<file path="src/rtl/sertx_pkg.sv">
package sertx_pkg;

  typedef enum logic [2:0] {
    ST_IDLE,
    ST_START,
    ST_DATA,
    ST_PAR,
    ST_STOP,
    ST_BRK
  } txst_e;

  typedef struct packed {
    logic       wide;
    logic [1:0] par;
    logic       two_stop;
    logic       fast;
    logic       flow_en;
    logic [1:0] irq_sel;
  } txcfg_t;

  localparam logic [1:0] PAR_EVEN  = 2'b01;
  localparam logic [1:0] PAR_ODD   = 2'b10;
  localparam logic [1:0] IRQ_SLOT  = 2'b00;
  localparam logic [1:0] IRQ_EMPTY = 2'b01;
  localparam logic [1:0] IRQ_DONE  = 2'b10;

endpackage

</file>
<file path="src/rtl/sertx_fifo.sv">
module sertx_fifo #(
  parameter int W     = 9,
  parameter int DEPTH = 4
) (
  input  logic         clk,
  input  logic         rst_n,
  input  logic         push,
  input  logic [W-1:0] wdata,
  input  logic         pop,
  output logic [W-1:0] head,
  output logic         full,
  output logic         empty
);
  localparam int AW = (DEPTH > 1) ? $clog2(DEPTH) : 1;
  localparam int CW = $clog2(DEPTH + 1);
  localparam bit POW2 = (DEPTH == (1 << AW));

  logic [W-1:0]  mem [DEPTH];
  logic [AW-1:0] wr_ptr, rd_ptr, wr_nxt, rd_nxt;
  logic [CW-1:0] count;
  logic          do_push, do_pop;

  assign full    = (count == CW'(DEPTH));
  assign empty   = (count == '0);
  assign do_push = push && !full;
  assign do_pop  = pop && !empty;
  assign head    = mem[rd_ptr];

  generate
    if (POW2) begin : g_wrap_nat
      assign wr_nxt = wr_ptr + 1'b1;
      assign rd_nxt = rd_ptr + 1'b1;
    end else begin : g_wrap_cmp
      assign wr_nxt = (wr_ptr == AW'(DEPTH - 1)) ? '0 : wr_ptr + 1'b1;
      assign rd_nxt = (rd_ptr == AW'(DEPTH - 1)) ? '0 : rd_ptr + 1'b1;
    end
  endgenerate

  always_ff @(posedge clk or negedge rst_n) begin
    if (!rst_n) begin
      wr_ptr <= '0;
      rd_ptr <= '0;
      count  <= '0;
    end else begin
      if (do_push) wr_ptr <= wr_nxt;
      if (do_pop)  rd_ptr <= rd_nxt;
      if (do_push && !do_pop)      count <= count + 1'b1;
      else if (do_pop && !do_push) count <= count - 1'b1;
    end
  end

  always_ff @(posedge clk) begin
    if (do_push) mem[wr_ptr] <= wdata;
  end

  // a store without a matching read grows the occupancy by one
  a_r7_count_step: assert property (@(posedge clk) disable iff (!rst_n)
    (push && !full && !pop) |=> (count == $past(count) + 1'b1));
  // a push offered while full leaves the occupancy at DEPTH
  a_r7_no_overflow: assert property (@(posedge clk) disable iff (!rst_n)
    (push && full && !pop) |=> full);
  // the framer never reads an empty queue
  a_r7_pop_nonempty: assert property (@(posedge clk) disable iff (!rst_n)
    pop |-> !empty);

endmodule

</file>
<file path="src/rtl/sertx_baud.sv">
module sertx_baud #(
  parameter int DIV_W      = 16,
  parameter int TICKS_SLOW = 16,
  parameter int TICKS_FAST = 4
) (
  input  logic             clk,
  input  logic             rst_n,
  input  logic             run,
  input  logic [DIV_W-1:0] divisor,
  input  logic             fast,
  output logic             bit_end
);
  localparam int SUB_W = $clog2(TICKS_SLOW);

  logic [DIV_W-1:0] pre_cnt;
  logic [SUB_W-1:0] sub_cnt, sub_last;
  logic             tick;

  assign sub_last = fast ? SUB_W'(TICKS_FAST - 1) : SUB_W'(TICKS_SLOW - 1);
  assign tick     = run && (pre_cnt == divisor);
  assign bit_end  = tick && (sub_cnt == sub_last);

  always_ff @(posedge clk or negedge rst_n) begin
    if (!rst_n) begin
      pre_cnt <= '0;
      sub_cnt <= '0;
    end else if (!run) begin
      pre_cnt <= '0;
      sub_cnt <= '0;
    end else if (tick) begin
      pre_cnt <= '0;
      sub_cnt <= (sub_cnt == sub_last) ? '0 : sub_cnt + 1'b1;
    end else begin
      pre_cnt <= pre_cnt + 1'b1;
    end
  end

  // a bit lasts at least four cycles, so bit ends never touch
  a_r3_bit_end_gap: assert property (@(posedge clk) disable iff (!rst_n)
    bit_end |=> !bit_end);
  // the tick counters sit at zero whenever the line is idle
  a_r2_idle_cleared: assert property (@(posedge clk) disable iff (!rst_n)
    !run |=> (pre_cnt == '0 && sub_cnt == '0));

endmodule

</file>
<file path="src/rtl/sertx_framer.sv">
module sertx_framer
  import sertx_pkg::*;
#(
  parameter int DATA_W   = 9,
  parameter int BRK_BITS = 13
) (
  input  logic              clk,
  input  logic              rst_n,
  input  txcfg_t            cfg,
  input  logic              cts,
  input  logic              brk_req,
  input  logic              fifo_empty,
  input  logic [DATA_W-1:0] head,
  input  logic              bit_end,
  output logic              pop,
  output logic              run,
  output logic              tx,
  output logic              frame_done
);
  localparam int MAXB  = (BRK_BITS > DATA_W) ? BRK_BITS : DATA_W;
  localparam int CNT_W = $clog2(MAXB + 1);

  txst_e             state;
  logic [DATA_W-1:0] shreg;
  logic [CNT_W-1:0]  bit_idx, data_last;
  logic              par_bit, brk_pend, is_brk;
  logic              par_en, start_ok, stop_last;

  assign data_last = cfg.wide ? CNT_W'(DATA_W - 1) : CNT_W'(DATA_W - 2);
  assign par_en    = !cfg.wide && (cfg.par == PAR_EVEN || cfg.par == PAR_ODD);
  assign start_ok  = !fifo_empty && (!cfg.flow_en || cts);
  assign pop       = (state == ST_IDLE) && !brk_pend && start_ok;
  assign run       = (state != ST_IDLE);
  assign stop_last = (is_brk || !cfg.two_stop) ? 1'b1 : (bit_idx == CNT_W'(1));
  assign frame_done = (state == ST_STOP) && bit_end && stop_last && !is_brk;

  always_comb begin
    unique case (state)
      ST_START: tx = 1'b0;
      ST_DATA:  tx = shreg[0];
      ST_PAR:   tx = par_bit;
      ST_BRK:   tx = 1'b0;
      default:  tx = 1'b1;
    endcase
  end

  always_ff @(posedge clk or negedge rst_n) begin
    if (!rst_n) begin
      state    <= ST_IDLE;
      shreg    <= '0;
      bit_idx  <= '0;
      par_bit  <= 1'b0;
      brk_pend <= 1'b0;
      is_brk   <= 1'b0;
    end else begin
      if (brk_req) brk_pend <= 1'b1;
      unique case (state)
        ST_IDLE: begin
          bit_idx <= '0;
          if (brk_pend) begin
            brk_pend <= brk_req;
            is_brk   <= 1'b1;
            state    <= ST_BRK;
          end else if (start_ok) begin
            shreg   <= head;
            par_bit <= (cfg.par == PAR_EVEN) ? ^head[DATA_W-2:0] : ~^head[DATA_W-2:0];
            is_brk  <= 1'b0;
            state   <= ST_START;
          end
        end
        ST_START: if (bit_end) state <= ST_DATA;
        ST_DATA: if (bit_end) begin
          shreg <= shreg >> 1;
          if (bit_idx == data_last) begin
            bit_idx <= '0;
            state   <= par_en ? ST_PAR : ST_STOP;
          end else begin
            bit_idx <= bit_idx + 1'b1;
          end
        end
        ST_PAR: if (bit_end) state <= ST_STOP;
        ST_STOP: if (bit_end) begin
          if (stop_last) begin
            bit_idx <= '0;
            state   <= ST_IDLE;
          end else begin
            bit_idx <= bit_idx + 1'b1;
          end
        end
        ST_BRK: if (bit_end) begin
          if (bit_idx == CNT_W'(BRK_BITS - 1)) begin
            bit_idx <= '0;
            state   <= ST_STOP;
          end else begin
            bit_idx <= bit_idx + 1'b1;
          end
        end
        default: state <= ST_IDLE;
      endcase
    end
  end

  // nothing on the line drives it low while no frame runs
  a_r1_idle_high: assert property (@(posedge clk) disable iff (!rst_n)
    !run |-> tx);
  // with gating on, a character leaves the queue only under cts
  a_r8_cts_gate: assert property (@(posedge clk) disable iff (!rst_n)
    (pop && cfg.flow_en) |-> cts);
  // 9-bit frames never reach the parity state
  a_r4_no_par_wide: assert property (@(posedge clk) disable iff (!rst_n)
    cfg.wide |-> (state != ST_PAR));
  // the last break bit hands over to a high stop bit
  a_r9_break_to_stop: assert property (@(posedge clk) disable iff (!rst_n)
    (state == ST_BRK && bit_end && bit_idx == CNT_W'(BRK_BITS - 1)) |=> (state == ST_STOP && tx));
  // a pending break is served before any waiting character
  a_r9_break_first: assert property (@(posedge clk) disable iff (!rst_n)
    (state == ST_IDLE && brk_pend) |=> (state == ST_BRK));

endmodule

</file>
<file path="src/rtl/serial_tx_engine.sv">
module serial_tx_engine
  import sertx_pkg::*;
#(
  parameter int DATA_W   = 9,
  parameter int DEPTH    = 4,
  parameter int DIV_W    = 16,
  parameter int BRK_BITS = 13
) (
  input  logic              clk,
  input  logic              rst_n,
  input  logic              in_valid,
  output logic              in_ready,
  input  logic [DATA_W-1:0] in_data,
  output logic              fifo_full,
  output logic              fifo_empty,
  input  logic [DIV_W-1:0]  cfg_divisor,
  input  logic              cfg_wide,
  input  logic [1:0]        cfg_parity,
  input  logic              cfg_two_stop,
  input  logic              cfg_fast,
  input  logic              cfg_flow_en,
  input  logic [1:0]        cfg_irq_sel,
  input  logic              brk_req,
  input  logic              cts,
  output logic              tx,
  output logic              tx_irq
);
  txcfg_t            cfg;
  logic [DATA_W-1:0] head;
  logic              pop, run, bit_end, frame_done;
  logic              empty_q, irq_ev;

  assign cfg = '{wide: cfg_wide, par: cfg_parity, two_stop: cfg_two_stop,
                 fast: cfg_fast, flow_en: cfg_flow_en, irq_sel: cfg_irq_sel};
  assign in_ready = !fifo_full;

  sertx_fifo #(.W(DATA_W), .DEPTH(DEPTH)) u_fifo (
    .clk(clk), .rst_n(rst_n), .push(in_valid), .wdata(in_data), .pop(pop),
    .head(head), .full(fifo_full), .empty(fifo_empty)
  );

  sertx_baud #(.DIV_W(DIV_W)) u_baud (
    .clk(clk), .rst_n(rst_n), .run(run), .divisor(cfg_divisor),
    .fast(cfg_fast), .bit_end(bit_end)
  );

  sertx_framer #(.DATA_W(DATA_W), .BRK_BITS(BRK_BITS)) u_framer (
    .clk(clk), .rst_n(rst_n), .cfg(cfg), .cts(cts), .brk_req(brk_req),
    .fifo_empty(fifo_empty), .head(head), .bit_end(bit_end), .pop(pop),
    .run(run), .tx(tx), .frame_done(frame_done)
  );

  always_comb begin
    unique case (cfg.irq_sel)
      IRQ_SLOT:  irq_ev = pop;
      IRQ_EMPTY: irq_ev = fifo_empty && !empty_q;
      IRQ_DONE:  irq_ev = frame_done && fifo_empty;
      default:   irq_ev = 1'b0;
    endcase
  end

  always_ff @(posedge clk or negedge rst_n) begin
    if (!rst_n) begin
      empty_q <= 1'b1;
      tx_irq  <= 1'b0;
    end else begin
      empty_q <= fifo_empty;
      tx_irq  <= irq_ev;
    end
  end

  // the interrupt is a single-cycle pulse
  a_r10_irq_pulse: assert property (@(posedge clk) disable iff (!rst_n)
    tx_irq |=> !tx_irq);
  // the empty-event pulse follows the queue draining
  a_r10_empty_follows: assert property (@(posedge clk) disable iff (!rst_n)
    (tx_irq && cfg_irq_sel == IRQ_EMPTY && $stable(cfg_irq_sel)) |-> $past(fifo_empty));

endmodule

</file>
<file path="config.mk">
export PLATFORM = sky130hd
export DESIGN_NAME = serial_tx_engine
export DESIGN_NICKNAME = d
export VERILOG_FILES = /design/src/rtl/sertx_pkg.sv /design/src/rtl/sertx_fifo.sv /design/src/rtl/sertx_baud.sv /design/src/rtl/sertx_framer.sv /design/src/rtl/serial_tx_engine.sv
export SDC_FILE = /design/constraint.sdc
export NUM_CORES = 1
export LEC_CHECK = 0
export ABC_AREA = 1
export BUFFER_PORTS_ARGS = -buffer_cell sky130_fd_sc_hd__buf_2
export CAP_MARGIN = 5
export CORE_ASPECT_RATIO = 0.7
export CORE_MARGIN = 2
export CORE_UTILIZATION = 60
export DETAILED_ROUTE_END_ITERATION = 6
export PLACE_DENSITY = 0.9
export SETUP_SLACK_MARGIN = 0.15
export SKIP_CTS_REPAIR_TIMING = 1
export SLEW_MARGIN = 20
export SYNTH_ARGS = -nofsm -noshare
export SYNTH_HDL_FRONTEND = slang
export SYNTH_SLANG_ARGS = --single-unit
</file>
<file path="constraint.sdc">
create_clock -name clk -period 5.9 [get_ports clk]
set_input_delay 0.295 -clock clk [delete_from_list [all_inputs] [get_ports clk]]
set_output_delay 0.295 -clock clk [all_outputs]
set_load 0.01 [all_outputs]
</file>
* Word level (Yosys, flattened, before mapping)
Memories as Yosys holds them, arrays and structs flattened. Cells that the tools add are included.
Word-level totals: bits in registers 48, bits in latches 0, RAM bits 36, memory bits (read-only) 0, bits of input ports 38, output and inout bits 5, word-level logic and storage cells 136, memories kept 1
Memory list:
- u_fifo.mem | depth 4, bits a word 9, rd ports 1, clocked after Yosys merged registers in 0, write ports 1, RTL line sertx_fifo.sv:18 | logic [W-1:0] mem [DEPTH];
Operators by class: add/sub/neg operators 7, $mul 0, div/mod/pow operators 0, magnitude comparators 0, equality and inequality tests 27, shift-type cells 0, multiplexer cells 43, bitwise gates (word level) 1, reductions and logical operators 44
Operators by type and width (number):
- 2-to-1 mux 4 bit | 11
- 2-to-1 mux 3 bit | 13
- 2-to-1 mux 16 bit | 2
- 2-to-1 mux 9 bit | 3
- inequality test 2 x 1 -> 1 bit (second input constant) | 9
- one-hot mux 3 bit (6 select lines) | 1
- one-hot mux 9 bit (2 select lines) | 1
- adder 16 x 1 -> 16 bit (second input constant) | 1
- == test 16 bit | 1
- one-hot mux 4 bit (4 select lines) | 1
- logical AND 1 bit | 15
- logical NOT 1 bit | 10
- == test 3 bit (second input constant) | 3
- 2-to-1 mux 1 bit | 9
- AND reduction 9 bit | 1
- adder 4 x 1 -> 4 bit (second input constant) | 2
- == test 4 bit | 2
- AND reduction 4 bit | 2
- XNOR reduction 8 bit | 1
- XOR reduction 8 bit | 1
- == test 3 x 2 -> 1 bit (second input constant) | 2
- logical NOT 3 bit | 2
- one-hot mux 1 bit (3 select lines) | 2
- nonzero test 2 bit | 3
- 18 further kinds | 24

* Longest topological paths before layout
depth in word-level cells 8, depth in mapped cells 14, mapped depth without buffers 14

* Modules after synthesis
Synthesis repeated with hierarchy kept, for this count alone.
Unflattened totals: cells, all modules 612, area total of the unflattened synthesis 4969.8 sq um
By module, submodules not included:
- sertx_fifo | times used 1, cells an instance 165, area each 1883.1 sq um, seq. area each 1256.2 sq um
- sertx_framer | times used 1, cells an instance 211, area each 1492.7 sq um, seq. area each 475.5 sq um
- sertx_baud | times used 1, cells an instance 219, area each 1446.4 sq um, seq. area each 500.5 sq um
- serial_tx_engine | times used 1, cells an instance 17, area each 147.6 sq um, seq. area each 51.3 sq um

* Worst setup path before layout
Ideal clock, no wire load.
kind reg2reg, from register u_fifo.count[0], to register u_fifo.count[2], library setup time 131 ps, arrival 2337 ps, required time 5769 ps, path slack 3433 ps, stages on the path, launching flop included 13, buffers on the path 1, clock period less this slack 2467 ps, cell sequence dfrtp_1 > nor3_1 > a21oi_1 > inv_1 > nor2_2 > nand2_2 > buf_2 > ha_1 > inv_1 > fa_1 > a21oi_1 > o21ai_0 > xor2_1
On the way: word-level cells in the longest chain between the ends 8, elaborated cells on any way between the ends 17, classes of those cells 2 x add/sub; 1 x eq/ne; 2 x mux; 12 x reduce/logical
RTL lines:
- start: declaration | RTL line sertx_fifo.sv:20 | logic [CW-1:0] count;
- start signal: assignment | RTL line sertx_fifo.sv:47 | if (do_push && !do_pop) count <= count + 1'b1;
- start signal: assignment | RTL line sertx_fifo.sv:48 | else if (do_pop && !do_push) count <= count - 1'b1;
- logical NOT 3 bit * | RTL line sertx_fifo.sv:24 | assign empty = (count == '0);
- named net fifo_empty | RTL line serial_tx_engine.sv:15 | output logic fifo_empty,
- logical NOT 1 bit * | RTL line sertx_fifo.sv:26, sertx_framer.sv:31
- logical AND 1 bit | RTL line sertx_framer.sv:31 | assign start_ok = !fifo_empty && (!cfg.flow_en || cts);
- logical AND 1 bit | RTL line sertx_framer.sv:32 | assign pop = (state == ST_IDLE) && !brk_pend && start_ok;
- logical AND 1 bit * | RTL line sertx_fifo.sv:26 | assign do_pop = pop && !empty;
- logical NOT 1 bit | RTL line sertx_fifo.sv:47
- logical AND 1 bit | RTL line sertx_fifo.sv:47
- 2-to-1 mux 3 bit / nonzero test 2 bit (equally long branches)
The timed path passes the listed nets; every way through them passes the cells marked *. The select of a mux whose other input is x is not followed. A chain may end at the register's enable or synchronous reset.

* Worst setup path in the final report
from register u_fifo.count[0], to register u_fifo.count[2]
On the way: word-level cells in the longest chain between the ends 8, elaborated cells on any way between the ends 17, classes of those cells 2 x add/sub; 1 x eq/ne; 2 x mux; 12 x reduce/logical
RTL lines:
- parallel branches: the longest is 8 deep, another holds subtractor 3 x 1 -> 3 bit
Parallel ways; which one is timed is not known. The select of a mux whose other input is x is not followed.

==> qor.yml <==
leakage_nw: 2.41
grt_busiest_layer: "met2"
multi_input_area_um2: 1880
final_nets: 622
clk_latency_ps: 350
reg2reg_depth: 11
via_per_inst: 5.33
antenna_found_initial: 0
num-fill-cells: 524
regArea_um2: 2280
final_util_pct: 69.0
synthFlopType: "dfrtp_1"
p_seq_share_pct: 54.0
power.internal_w: 0.000922
powerDensity_nw_per_um2: 235
yosysSeqAreaShare_pct: 50.7
dp_hpwl_um: 6550
grt_max_degree: 49
synth_area_per_cell_um2: 8.61
dieWidth_um: 108
crit_path_end_kind: "flop"
clk_pin_slew_worst_paths_ps: 80
yosysWarningCount: 0
max-vdd-ir-drop_v: 0.000111
synth.net_count: 576
status: "finished, final reports clean"
synth_commonest_cells: "nand2_1 (149), inv_1 (70), dfrtp_1 (47)"
hold_violations: 0
clock.fmax_mhz: 387
antenna_cells: 0
tritoncts: "done"
io_pins: 43
drtAntennaViolNets: 0
yosysTopAreaCellShare_pct: 26.1
num_rows: 26
clockRootBuffer: "clkbuf_8"
yosysTopAreaCell: "dfrtp_1"
setup_tns_ps: 0
ys_ff_latch: 84
switchingPower_w: 0.000259
io_buffers: 42
clock-sinks: 84
clock_power_share_pct: 39.6
first_pass_iters: 6
min_period_over_period_pct: 43.8
gp_congestion: 0.860
met2_usage_pct: 38.8
die_y_um: 76.5
core_area_um2: 7290
crit_type: "flop to flop"
slew_viol_final: 0
grt_overflow: 0
rsz0062_at_grt: "false"
holdPathStages: 1
tightest_slew_ps: 925
die-area_um2: 8220
cts_made_buffers: 9
cp_data_required_time_ps: 6130
synth-edff-count: 36
cp.arrival_ps: 2810
netlist_top_cells_area: "dfrtp_1 (26%), edfxtp_1 (24%), nand2_1 (12%)"
finalSetupViolCount: 0
async_flop_share_pct: 57.1
htreeDepth: 3
drcViolationCount: 0
combPwrFrac_pct: 6.4
wl_per_cell_um: 13.5
wl_um: 9070
clk_path_buf_depth: 2
vias: 3580
syn2layout_area_growth_pct: 11.7
use_met3_pct: 4.45
skew_ps: 8.88
grt_pass1_vias: 3583
swShare_pct: 21.9
drive_gt1_share_pct: 16.2
start_util_pct: 61.8
postSynthCellCount: 523
start_kind: "flop"
grt_usage_pct: 23.9
fin_crit_ps: 2580
drt-initial-drc-count: 265
hold_path_class: "input port to flop"
crit_fanout: 13
met1_usage_pct: 32.5
ys_types: 40
synth.most_common_cell: "nand2_1"
synth_area_um2: 4500
grt_pass1_wl_um: 15600
relSlewSlack_pct: 38.1
maxCapViolCount: 0
-- logic make-up after synthesis --
group                    Yosys count  share of synthesized area (%)
AND/OR/NAND/NOR                  259                           25.8
buffers and inverters             84                           7.53
flip-flops                        84                           50.7
AO/OA/AOI/OAI                     62                           7.89
XOR/XNOR                          18                           3.50
adder cells (fa/ha/maj)           15                           4.34
multiplexers                       1                          0.250
-- routing by layer --
layer | wire length [µm] | vias up
met5 | 0 | -
met4 | 84 | 0
met3 | 525 | 9
met2 | 4320 | 124
met1 | 4150 | 1674
li1 | - | 1773
-- state kept, by name (all words and copies together) (netlist names) --
register	cells
u_baud.pre_cnt	16
u_framer.bit_idx	4
u_framer.brk_pend	1
u_framer.shreg	9
tx_irq	1
u_fifo.mem	36
u_framer.state	3
empty_q	1
u_fifo.wr_ptr	2
u_framer.par_bit	1
u_baud.sub_cnt	4
u_fifo.count	3
u_fifo.rd_ptr	2
u_framer.is_brk	1
-- worst max-delay path: stages (launching register included) --
cell and delay, ps:
dfrtp_1 450, nor3_1 410, a21oi_1 120, inv_1 90, nor2_2 40, nand2_2 250, ha_1 200, inv_1 70
fa_1 390, a21oi_1 150, o21ai_0 110, xor2_1 160
-- path summary, 6_finish.rpt --
check	endpoint	startpoint	slack, ps
min reg2reg	empty_q	u_fifo.count[2]	460
max	u_fifo.count[2]	u_fifo.count[0]	3320
max reg2reg	u_fifo.count[2]	u_fifo.count[0]	3320
min in group asynchronous	u_baud.pre_cnt[9]	rst_n	490
min	u_fifo.mem[2][8]	in_data[8]	160
max in group asynchronous	u_fifo.count[1]	rst_n	4990
-- final cells by class --
class / instances / area share, %
inverter: 76 / 5.67
tap: 98 / 2.44
clock inverter: 5 / 1.64
clock buffer: 11 / 3.04
timing repair buffer: 43 / 4.43
sequential: 84 / 45.4
multi-input combinational: 355 / 37.4
-- power by group through the flow --
stage	Clock [W]	Combinational [W]	Sequential, W
after global placement	0	0.0000698	0.000649
after floorplan	0	0.0000444	0.000647
after detailed placement	0	0.0000746	0.000650
after global routing	0.000495	0.0000859	0.000640
final	0.000468	0.0000752	0.000638
after CTS	0.000474	0.0000752	0.000638
-- layout by cell type (no fill, tap or decap), types with 2 or more instances in the layout --
cell type,netlist,layout
nand2_1,149,149
inv_1,70,70
dfrtp_1,47,47
nand3_1,42,42
buf_2,4,41
edfxtp_1,36,36
nor2_1,32,32
o21ai_0,26,26
ha_1,14,14
a21oi_1,13,13
xnor2_1,13,13
nor3_1,10,10
o21ai_1,9,9
clkbuf_8,0,9
nor2_2,6,6
nand2_2,5,5
inv_2,5,5
xor2_1,5,5
nor2_4,4,4
nand3_2,3,3
o21ai_2,3,3
o22ai_1,3,3
or2_2,3,3
nand2_4,2,2
bufinv_16,0,2
-- stage by stage --
| stage | total power, W | area (µm²) | hold slack [ps] | cells | setup WS, ps |
|---|---|---|---|---|---|
| after global placement | 0.000719 | 4780 | 415 | 655 | 3550 |
| after detailed placement | 0.000725 | 4780 | 441 | 655 | 3330 |
| final | 0.00118 | 5030 | 158 | 672 | 3320 |
| after CTS | 0.00119 | 5020 | 140 | 671 | 3320 |
| after global routing | 0.00122 | 5030 | 137 | 672 | 3130 |
| after floorplan | 0.000691 | 4500 | -0.591 | 523 | 3430 |
Power figures use the tool's default switching activity.
